## src/rtl/rseq_pkg.sv

```systemverilog
// Shared types for the recovery sequencer.
package rseq_pkg;
    typedef enum logic [1:0] {
        ST_IDLE,    // waiting for a start
        ST_ARMED,   // direction latched, waiting for the trigger
        ST_FIRST,   // first interval running
        ST_SECOND   // second interval running
    } rseq_state_e;
endpackage

```

## src/rtl/rseq_trim.sv

```systemverilog
// Subtracts the delay correction from the on count, clamping at zero.
// Assumes KW <= CW.
module rseq_trim #(
    parameter int CW = 8,
    parameter int KW = 4
) (
    input  logic [CW-1:0] on_i,
    input  logic [KW-1:0] corr_i,
    output logic [CW-1:0] adj_o
);
    logic [CW-1:0] corr_ext;

    // widen correction and form the saturating difference
    always_comb begin
        corr_ext = CW'(corr_i);
        adj_o    = (on_i > corr_ext) ? (on_i - corr_ext) : '0;
    end
endmodule

```

## src/rtl/rseq_timer.sv

```systemverilog
// Loadable down counter standing in for one delay line.
// A load of N raises exp_o during the cycle before the N-th edge after
// the load edge. A load of 0 leaves the timer silent.
module rseq_timer #(
    parameter int CW = 8
) (
    input  logic          clk,
    input  logic          rst_n,
    input  logic          load_i,
    input  logic [CW-1:0] val_i,
    output logic          exp_o
);
    logic [CW-1:0] cnt_q;

    // load or count down towards zero
    always_ff @(posedge clk) begin
        if (!rst_n)
            cnt_q <= '0;
        else if (load_i)
            cnt_q <= val_i;
        else if (cnt_q != '0)
            cnt_q <= cnt_q - CW'(1);
    end

    // last cycle of the interval
    always_comb exp_o = (cnt_q == CW'(1));
endmodule

```

## src/rtl/rseq_ctrl.sv

```systemverilog
// Sequence control: start/trigger handling, direction, switch latch and done.
// Assumes the timers follow the rseq_timer load/expire timing.
module rseq_ctrl
    import rseq_pkg::*;
#(
    parameter int CW = 8
) (
    input  logic          clk,
    input  logic          rst_n,
    input  logic          start_i,
    input  logic          dip_i,
    input  logic          trig_i,
    input  logic [CW-1:0] on_adj_i,
    input  logic [CW-1:0] off_i,
    input  logic          exp_on_i,
    input  logic          exp_off_i,
    output logic          load_on_o,
    output logic [CW-1:0] val_on_o,
    output logic          load_off_o,
    output logic [CW-1:0] val_off_o,
    output logic          sw_o,
    output logic          done_o,
    output rseq_state_e   state_o
);
    rseq_state_e   state_q;
    logic          dir_q;
    logic          sw_q;
    logic          done_q;
    logic [CW-1:0] sec_q;

    logic          take_trig;
    logic [CW-1:0] first_val, second_in, second_val;
    logic          exp_first, exp_second;
    logic          first_end, second_end;

    // decode interval ends and timer loads for the current direction
    always_comb begin
        take_trig  = (state_q == ST_ARMED) && trig_i;
        first_val  = dir_q ? on_adj_i : off_i;
        second_in  = dir_q ? off_i : on_adj_i;
        second_val = take_trig ? second_in : sec_q;
        exp_first  = dir_q ? exp_on_i : exp_off_i;
        exp_second = dir_q ? exp_off_i : exp_on_i;
        first_end  = (take_trig && first_val == '0) ||
                     (state_q == ST_FIRST && exp_first);
        second_end = (first_end && second_val == '0) ||
                     (state_q == ST_SECOND && exp_second);
        load_on_o  = dir_q ? take_trig : first_end;
        load_off_o = dir_q ? first_end : take_trig;
        val_on_o   = dir_q ? first_val : second_val;
        val_off_o  = dir_q ? second_val : first_val;
    end

    // state, direction, held second count
    always_ff @(posedge clk) begin
        if (!rst_n) begin
            state_q <= ST_IDLE;
            dir_q   <= 1'b0;
            sec_q   <= '0;
        end else begin
            case (state_q)
                ST_IDLE: if (start_i) begin
                    state_q <= ST_ARMED;
                    dir_q   <= dip_i;
                end
                ST_ARMED: if (take_trig) begin
                    sec_q <= second_in;
                    if (second_end)     state_q <= ST_IDLE;
                    else if (first_end) state_q <= ST_SECOND;
                    else                state_q <= ST_FIRST;
                end
                ST_FIRST: if (first_end)
                    state_q <= second_end ? ST_IDLE : ST_SECOND;
                ST_SECOND: if (second_end)
                    state_q <= ST_IDLE;
                default: state_q <= ST_IDLE;
            endcase
        end
    end

    // switch latch: preset on start, toggle once at the end of the first interval
    always_ff @(posedge clk) begin
        if (!rst_n)
            sw_q <= 1'b0;
        else if (state_q == ST_IDLE && start_i)
            sw_q <= dip_i;
        else if (first_end)
            sw_q <= ~sw_q;
    end

    // one-cycle completion pulse
    always_ff @(posedge clk) begin
        if (!rst_n) done_q <= 1'b0;
        else        done_q <= second_end;
    end

    assign sw_o    = sw_q;
    assign done_o  = done_q;
    assign state_o = state_q;
endmodule

```

## src/rtl/recovery_seq.sv

```systemverilog
// Top of the recovery sequencer: trims the on count, runs the two interval
// timers and the control/latch logic. Synchronous active-low reset.
module recovery_seq
    import rseq_pkg::*;
#(
    parameter int CW = 8,
    parameter int KW = 4
) (
    input  logic          clk,
    input  logic          rst_n,
    input  logic          start_i,
    input  logic          dip_i,
    input  logic          trig_i,
    input  logic [CW-1:0] on_cnt_i,
    input  logic [CW-1:0] off_cnt_i,
    input  logic [KW-1:0] corr_i,
    output logic          sw_o,
    output logic          done_o
);
    localparam int NT = 2;   // index 0: on timer, index 1: off timer

    logic [CW-1:0] on_adj;
    logic [NT-1:0] t_load, t_exp;
    logic [CW-1:0] t_val [NT];
    rseq_state_e   state_w;

    rseq_trim #(.CW(CW), .KW(KW)) u_trim (
        .on_i(on_cnt_i), .corr_i(corr_i), .adj_o(on_adj)
    );

    for (genvar i = 0; i < NT; i++) begin : g_tmr
        rseq_timer #(.CW(CW)) u_tmr (
            .clk(clk), .rst_n(rst_n), .load_i(t_load[i]),
            .val_i(t_val[i]), .exp_o(t_exp[i])
        );
    end

    rseq_ctrl #(.CW(CW)) u_ctrl (
        .clk(clk), .rst_n(rst_n), .start_i(start_i), .dip_i(dip_i),
        .trig_i(trig_i), .on_adj_i(on_adj), .off_i(off_cnt_i),
        .exp_on_i(t_exp[0]), .exp_off_i(t_exp[1]),
        .load_on_o(t_load[0]), .val_on_o(t_val[0]),
        .load_off_o(t_load[1]), .val_off_o(t_val[1]),
        .sw_o(sw_o), .done_o(done_o), .state_o(state_w)
    );
endmodule

```

## config.mk

```make
export PLATFORM = sky130hd
export DESIGN_NAME = recovery_seq
export DESIGN_NICKNAME = d
export VERILOG_FILES = /design/src/rtl/rseq_pkg.sv /design/src/rtl/rseq_trim.sv /design/src/rtl/rseq_timer.sv /design/src/rtl/rseq_ctrl.sv /design/src/rtl/recovery_seq.sv
export SDC_FILE = /design/constraint.sdc
export NUM_CORES = 1
export LEC_CHECK = 0
export BUFFER_PORTS_ARGS = -buffer_cell sky130_fd_sc_hd__buf_4
export CAP_MARGIN = 5
export CORE_MARGIN = 1.5
export CORE_UTILIZATION = 60
export CTS_BUF_LIST = sky130_fd_sc_hd__clkbuf_2
export DETAILED_ROUTE_END_ITERATION = 7
export GPL_TIMING_DRIVEN = 0
export PLACE_DENSITY = 0.82
export SLEW_MARGIN = 20
export SYNTH_ARGS = -nofsm -noshare
export SYNTH_HDL_FRONTEND = slang
export SYNTH_HIERARCHICAL = 1
export SYNTH_SLANG_ARGS = --single-unit
```

## constraint.sdc

```tcl
create_clock -name clk -period 3.7 [get_ports clk]
set_input_delay 0.185 -clock clk [delete_from_list [all_inputs] [get_ports clk]]
set_output_delay 0.185 -clock clk [all_outputs]
set_load 0.05 [all_outputs]
```

==> impl_results.md <==
- Worst hold path startpoint: dip_i
- Origin of the critical flop-to-flop path: g_tmr[0].u_tmr/cnt_q[4]
- Via count of the first global-routing pass: 1766
- Vias: 1926
- DRC violations left: 0
- Setup Slack @ Placement: -212 ps
- Clock insertion delay at the later pin of the skew report: 360 ps
- Largest clock skew in the final design: 10.5 ps
- Proportion of layout cells with a drive suffix above 1: 0.300
- Global-route total usage across every layer: 0.250
- Post-CTS repair timing setup buffer count: 0
- Wire length of the first global-routing pass: 8020 um
- Path type of the worst min-delay path: in -> reg
- Number of synthesized register bits: 29
- CTS tree: yes
- Sum of overflow across all layers after global routing: 0
- Critical path launch point type: input pin
- Depth of the worst hold-timing path: 3
- Power density over the cells: 507 mW/mm2
- Antenna diode count: 0
- Count of filler cells inserted in the layout: 293
- Endpoint of the worst register-to-register path: g_tmr[0].u_tmr/cnt_q[3]
- Cell chosen for the clock root: sky130_fd_sc_hd__clkbuf_2
- Hold violation count in the final report: 0
- Worst path setup slack after routing: 231 ps
- Post-CTS clock slew at the launch and capture registers of the worst setup and hold paths: 150 ps
- Die Area: 0.00415 mm2
- Synthesis warning total: 6
- Synthesized instance count: 248
- Input/output buffers: 26
- Worst path bufs/invs: 5
- Crit-path max FO: 10
- Number of library cell types mapped by synthesis: 53
- Clk sink count: 29
- CTS Buffer Depth: 2
- Static Leak: 1.11 nW
- Number of buffers added to fix hold violations after cts: 0
- Shortest period the worst path allows: 3470 ps
- Initial core utilization: 0.623
- Arrival time reported for the critical path endpoint: 3750 ps
- Hold_ws: 94.0 ps
- Drt wl/cell: 14.9 um
- # IOs: 27
- Max-cap violations: 0
- Avg Inst Size Synth: 9.12 um2
- Fin. max-slew vios: 0
- Slowest stage delay, CP: 600 ps
- Placed Area: 0.00252 mm2
- Floorplan row count: 22
- Slew headroom: 0.593
- Ys async rst share: 0
- Initial antenna violation count: 0
- Dpl cells: 322
- Slowest-stage cell, CP: sky130_fd_sc_hd__nor4_2
- Crit path kind: in -> reg
- Die Wd: 64.4 um
- Power, Total: 1.30 mW
- CP top delay family: compound AO/OA/AOI/OAI gates
- Peak supply drop: 370 uV
- Pre-antenna DRT Iters: 4
- Unrepaired setup endpoints after global routing: false
- Sequential area share after synthesis: 0.257
- Final non-filler cell total: 328
- Number of endpoints failing setup at the final stage: 0
- End of the worst hold path: u_ctrl/dir_q
- Register-to-register setup slack: 900 ps
- Slew of the pin with the lowest slew margin: 607 ps
- RD Place Congestion: 0.870
- Routed vias/inst: 5.87
- Nets in the synthesized netlist: 284
- Wire length reported by the detailed router: 4870 um
- Area of the core: 0.00363 mm2
- Final nets: 317
- Antenna viol nets, final: 0
- Finished Cell Area: 0.00256 mm2
- CP cell instances: buf_4, inv_1, ha_1, inv_1, fa_1, a21o_1, a21o_1, a211oi_2, nor2_1, nor4_2, a21oi_1, o22ai_1, buf_2, inv_2, nand4_2, nand2_2, a211oi_1
- Netlist Area Pre-Place: 0.00226 mm2
- CTS H-tree depth: 2
- EDFF count, synth: 0
- Share of the cycle needed by the critical path after routing: 0.938
- Number of CTS-inserted buffers: 5
- Run status: complete, no violations
- Endpoint type of the worst setup path: flip-flop
- Area overhead of the layout relative to synthesis: 13.0%
- Data required time of the worst path: 3980 ps
- Reg2reg path depth: 11
- Final HPWL from detailed placement: 3780 um
- Dominant synthesized flop cell: sky130_fd_sc_hd__dfxtp_1
- Drt initial violations: 135
- Height of the chip: 64.4 um
- Max Clk Rate: 0.288 GHz
- Maximum number of pins on one net before global-route repair: 12
[sequential cells by signal, indices dropped and copies added (netlist names)]
name	flops
u_ctrl/sw_o	1
u_ctrl/sec_q	8
u_ctrl/dir_q	1
u_ctrl/done_o	1
g_tmr.u_tmr/cnt_q	16
u_ctrl/state_o	2
[cells by family (layout without fill, tap and decap cells)]
group	Yosys count	in the layout	synth area share
adders and majority gates	11	11	0.0642
muxes	31	31	0.146
AOI/OAI and AO/OA	50	50	0.189
and+or+nand+nor	92	92	0.253
xor gates and xnor gates	14	14	0.0542
buffers and inverters	21	53	0.0376
DFF	29	29	0.257
[cells in the mapped netlist (3+ instances only)]
cell type                  number  share of area
sky130_fd_sc_hd__mux2_2        16          0.080
sky130_fd_sc_hd__xor2_1         7          0.027
sky130_fd_sc_hd__or4_1          3          0.010
sky130_fd_sc_hd__a211oi_2       7          0.039
sky130_fd_sc_hd__xnor2_1        7          0.027
sky130_fd_sc_hd__a21oi_1        8          0.018
sky130_fd_sc_hd__nor3b_1        4          0.013
sky130_fd_sc_hd__nor4_1         3         0.0083
sky130_fd_sc_hd__nor2_1        22          0.037
sky130_fd_sc_hd__inv_1         12          0.020
sky130_fd_sc_hd__nor3_1         5          0.011
sky130_fd_sc_hd__o211a_1        8          0.035
sky130_fd_sc_hd__mux2i_1       15          0.066
sky130_fd_sc_hd__nor2b_1        5          0.014
sky130_fd_sc_hd__o21ai_0        7          0.015
sky130_fd_sc_hd__dfxtp_1       29           0.26
sky130_fd_sc_hd__ha_1          10          0.055
sky130_fd_sc_hd__nand2_1       23          0.038
sky130_fd_sc_hd__a211oi_1       3          0.010
sky130_fd_sc_hd__buf_2          5          0.011
sky130_fd_sc_hd__o31ai_1        3          0.010
[how the worst max path moves through the flow]
stage	startpoint	endpoint	slack, ps	depth (start not counted)
after floorplan	on_cnt_i[0]	g_tmr[1].u_tmr/cnt_q[0]	460	16
after global placement	on_cnt_i[0]	g_tmr[1].u_tmr/cnt_q[3]	-150	17
after detailed placement	on_cnt_i[0]	g_tmr[1].u_tmr/cnt_q[3]	-210	17
after CTS	on_cnt_i[0]	g_tmr[1].u_tmr/cnt_q[3]	180	17
after global routing	on_cnt_i[0]	g_tmr[1].u_tmr/cnt_q[3]	10	17
final	on_cnt_i[0]	g_tmr[1].u_tmr/cnt_q[3]	230	17
[area by class of cell]
class / instances / area [um2] / share of cell area
Buffer: 7 / 32.5 / 0.0127
Clock buffer: 5 / 25.0 / 0.00979
Clock inverter: 1 / 5.00 / 0.00196
Inverter: 14 / 52.6 / 0.0206
Multi-Input combinational cell: 198 / 1610 / 0.628
Sequential cell: 29 / 581 / 0.227
Tap cell: 48 / 60.1 / 0.0235
Timing Repair Buffer: 26 / 195 / 0.0764
[worst min-delay path, cell delays in order]
cell                      delay (ps)
sky130_fd_sc_hd__buf_4            90
sky130_fd_sc_hd__mux2i_1          60
sky130_fd_sc_hd__nor2b_1          90
[where the power goes]
| group | internal (mW) | switching, mW | total [mW] |
|---|---|---|---|
| clock network | 0.0385 | 0.107 | 0.146 |
| logic | 0.333 | 0.339 | 0.672 |
| registers | 0.385 | 0.0934 | 0.478 |
| total | 0.757 | 0.540 | 1.30 |
[metal layers]
metal,vias to the layer above,global-route usage,part of all wire
met5,-,0,0
met1,904,0.330,0.47
li1,972,-,-
met3,6,0.0475,0.043
met4,0,0.0638,0.012
met2,44,0.421,0.48
[through the flow]
stage	utilization	TNS, ps
2_1_floorplan	-	0
3_3_place_gp	0.693	-872
3_5_place_dp	0.693	-1220
4_1_cts	0.701	0
5_1_grt	0.704	0
6_report	0.704	0
[layout by cell type, fill, tap and decap left out, types with 2 or more instances in the layout]
cell and instances:
sky130_fd_sc_hd__xnor2_1 7, sky130_fd_sc_hd__nand2_2 2, sky130_fd_sc_hd__o211a_1 8, sky130_fd_sc_hd__inv_1 12, sky130_fd_sc_hd__ha_1 10, sky130_fd_sc_hd__a211oi_1 3
sky130_fd_sc_hd__nor3b_2 2, sky130_fd_sc_hd__and3_2 2, sky130_fd_sc_hd__xor2_1 7, sky130_fd_sc_hd__mux2i_1 15, sky130_fd_sc_hd__dfxtp_1 29, sky130_fd_sc_hd__nor4_1 3
sky130_fd_sc_hd__or4_4 2, sky130_fd_sc_hd__a21o_1 2, sky130_fd_sc_hd__mux2_2 16, sky130_fd_sc_hd__buf_4 26, sky130_fd_sc_hd__nor2_1 22, sky130_fd_sc_hd__buf_2 5
sky130_fd_sc_hd__a21oi_1 8, sky130_fd_sc_hd__o21ai_0 7, sky130_fd_sc_hd__nand2_1 23, sky130_fd_sc_hd__a211oi_2 7, sky130_fd_sc_hd__or4_1 3, sky130_fd_sc_hd__nand3b_1 2
sky130_fd_sc_hd__nor2b_1 5, sky130_fd_sc_hd__inv_2 2, sky130_fd_sc_hd__o31ai_1 3, sky130_fd_sc_hd__clkbuf_2 5, sky130_fd_sc_hd__a21boi_1 2, sky130_fd_sc_hd__o31a_1 2
sky130_fd_sc_hd__nor3_2 2, sky130_fd_sc_hd__nor3_1 5, sky130_fd_sc_hd__and4_1 2, sky130_fd_sc_hd__nor4_4 3, sky130_fd_sc_hd__nand4_2 2, sky130_fd_sc_hd__nor3b_1 4
[timing repair]
| item | in CTS | in global routing |
|---|---|---|
| gates resized for setup | 0 | 1 |
| endpoints found under the hold margin | 0 | 0 |
| setup endpoints to repair | 0 | 7 |
Power figures use the tool's default switching activity.
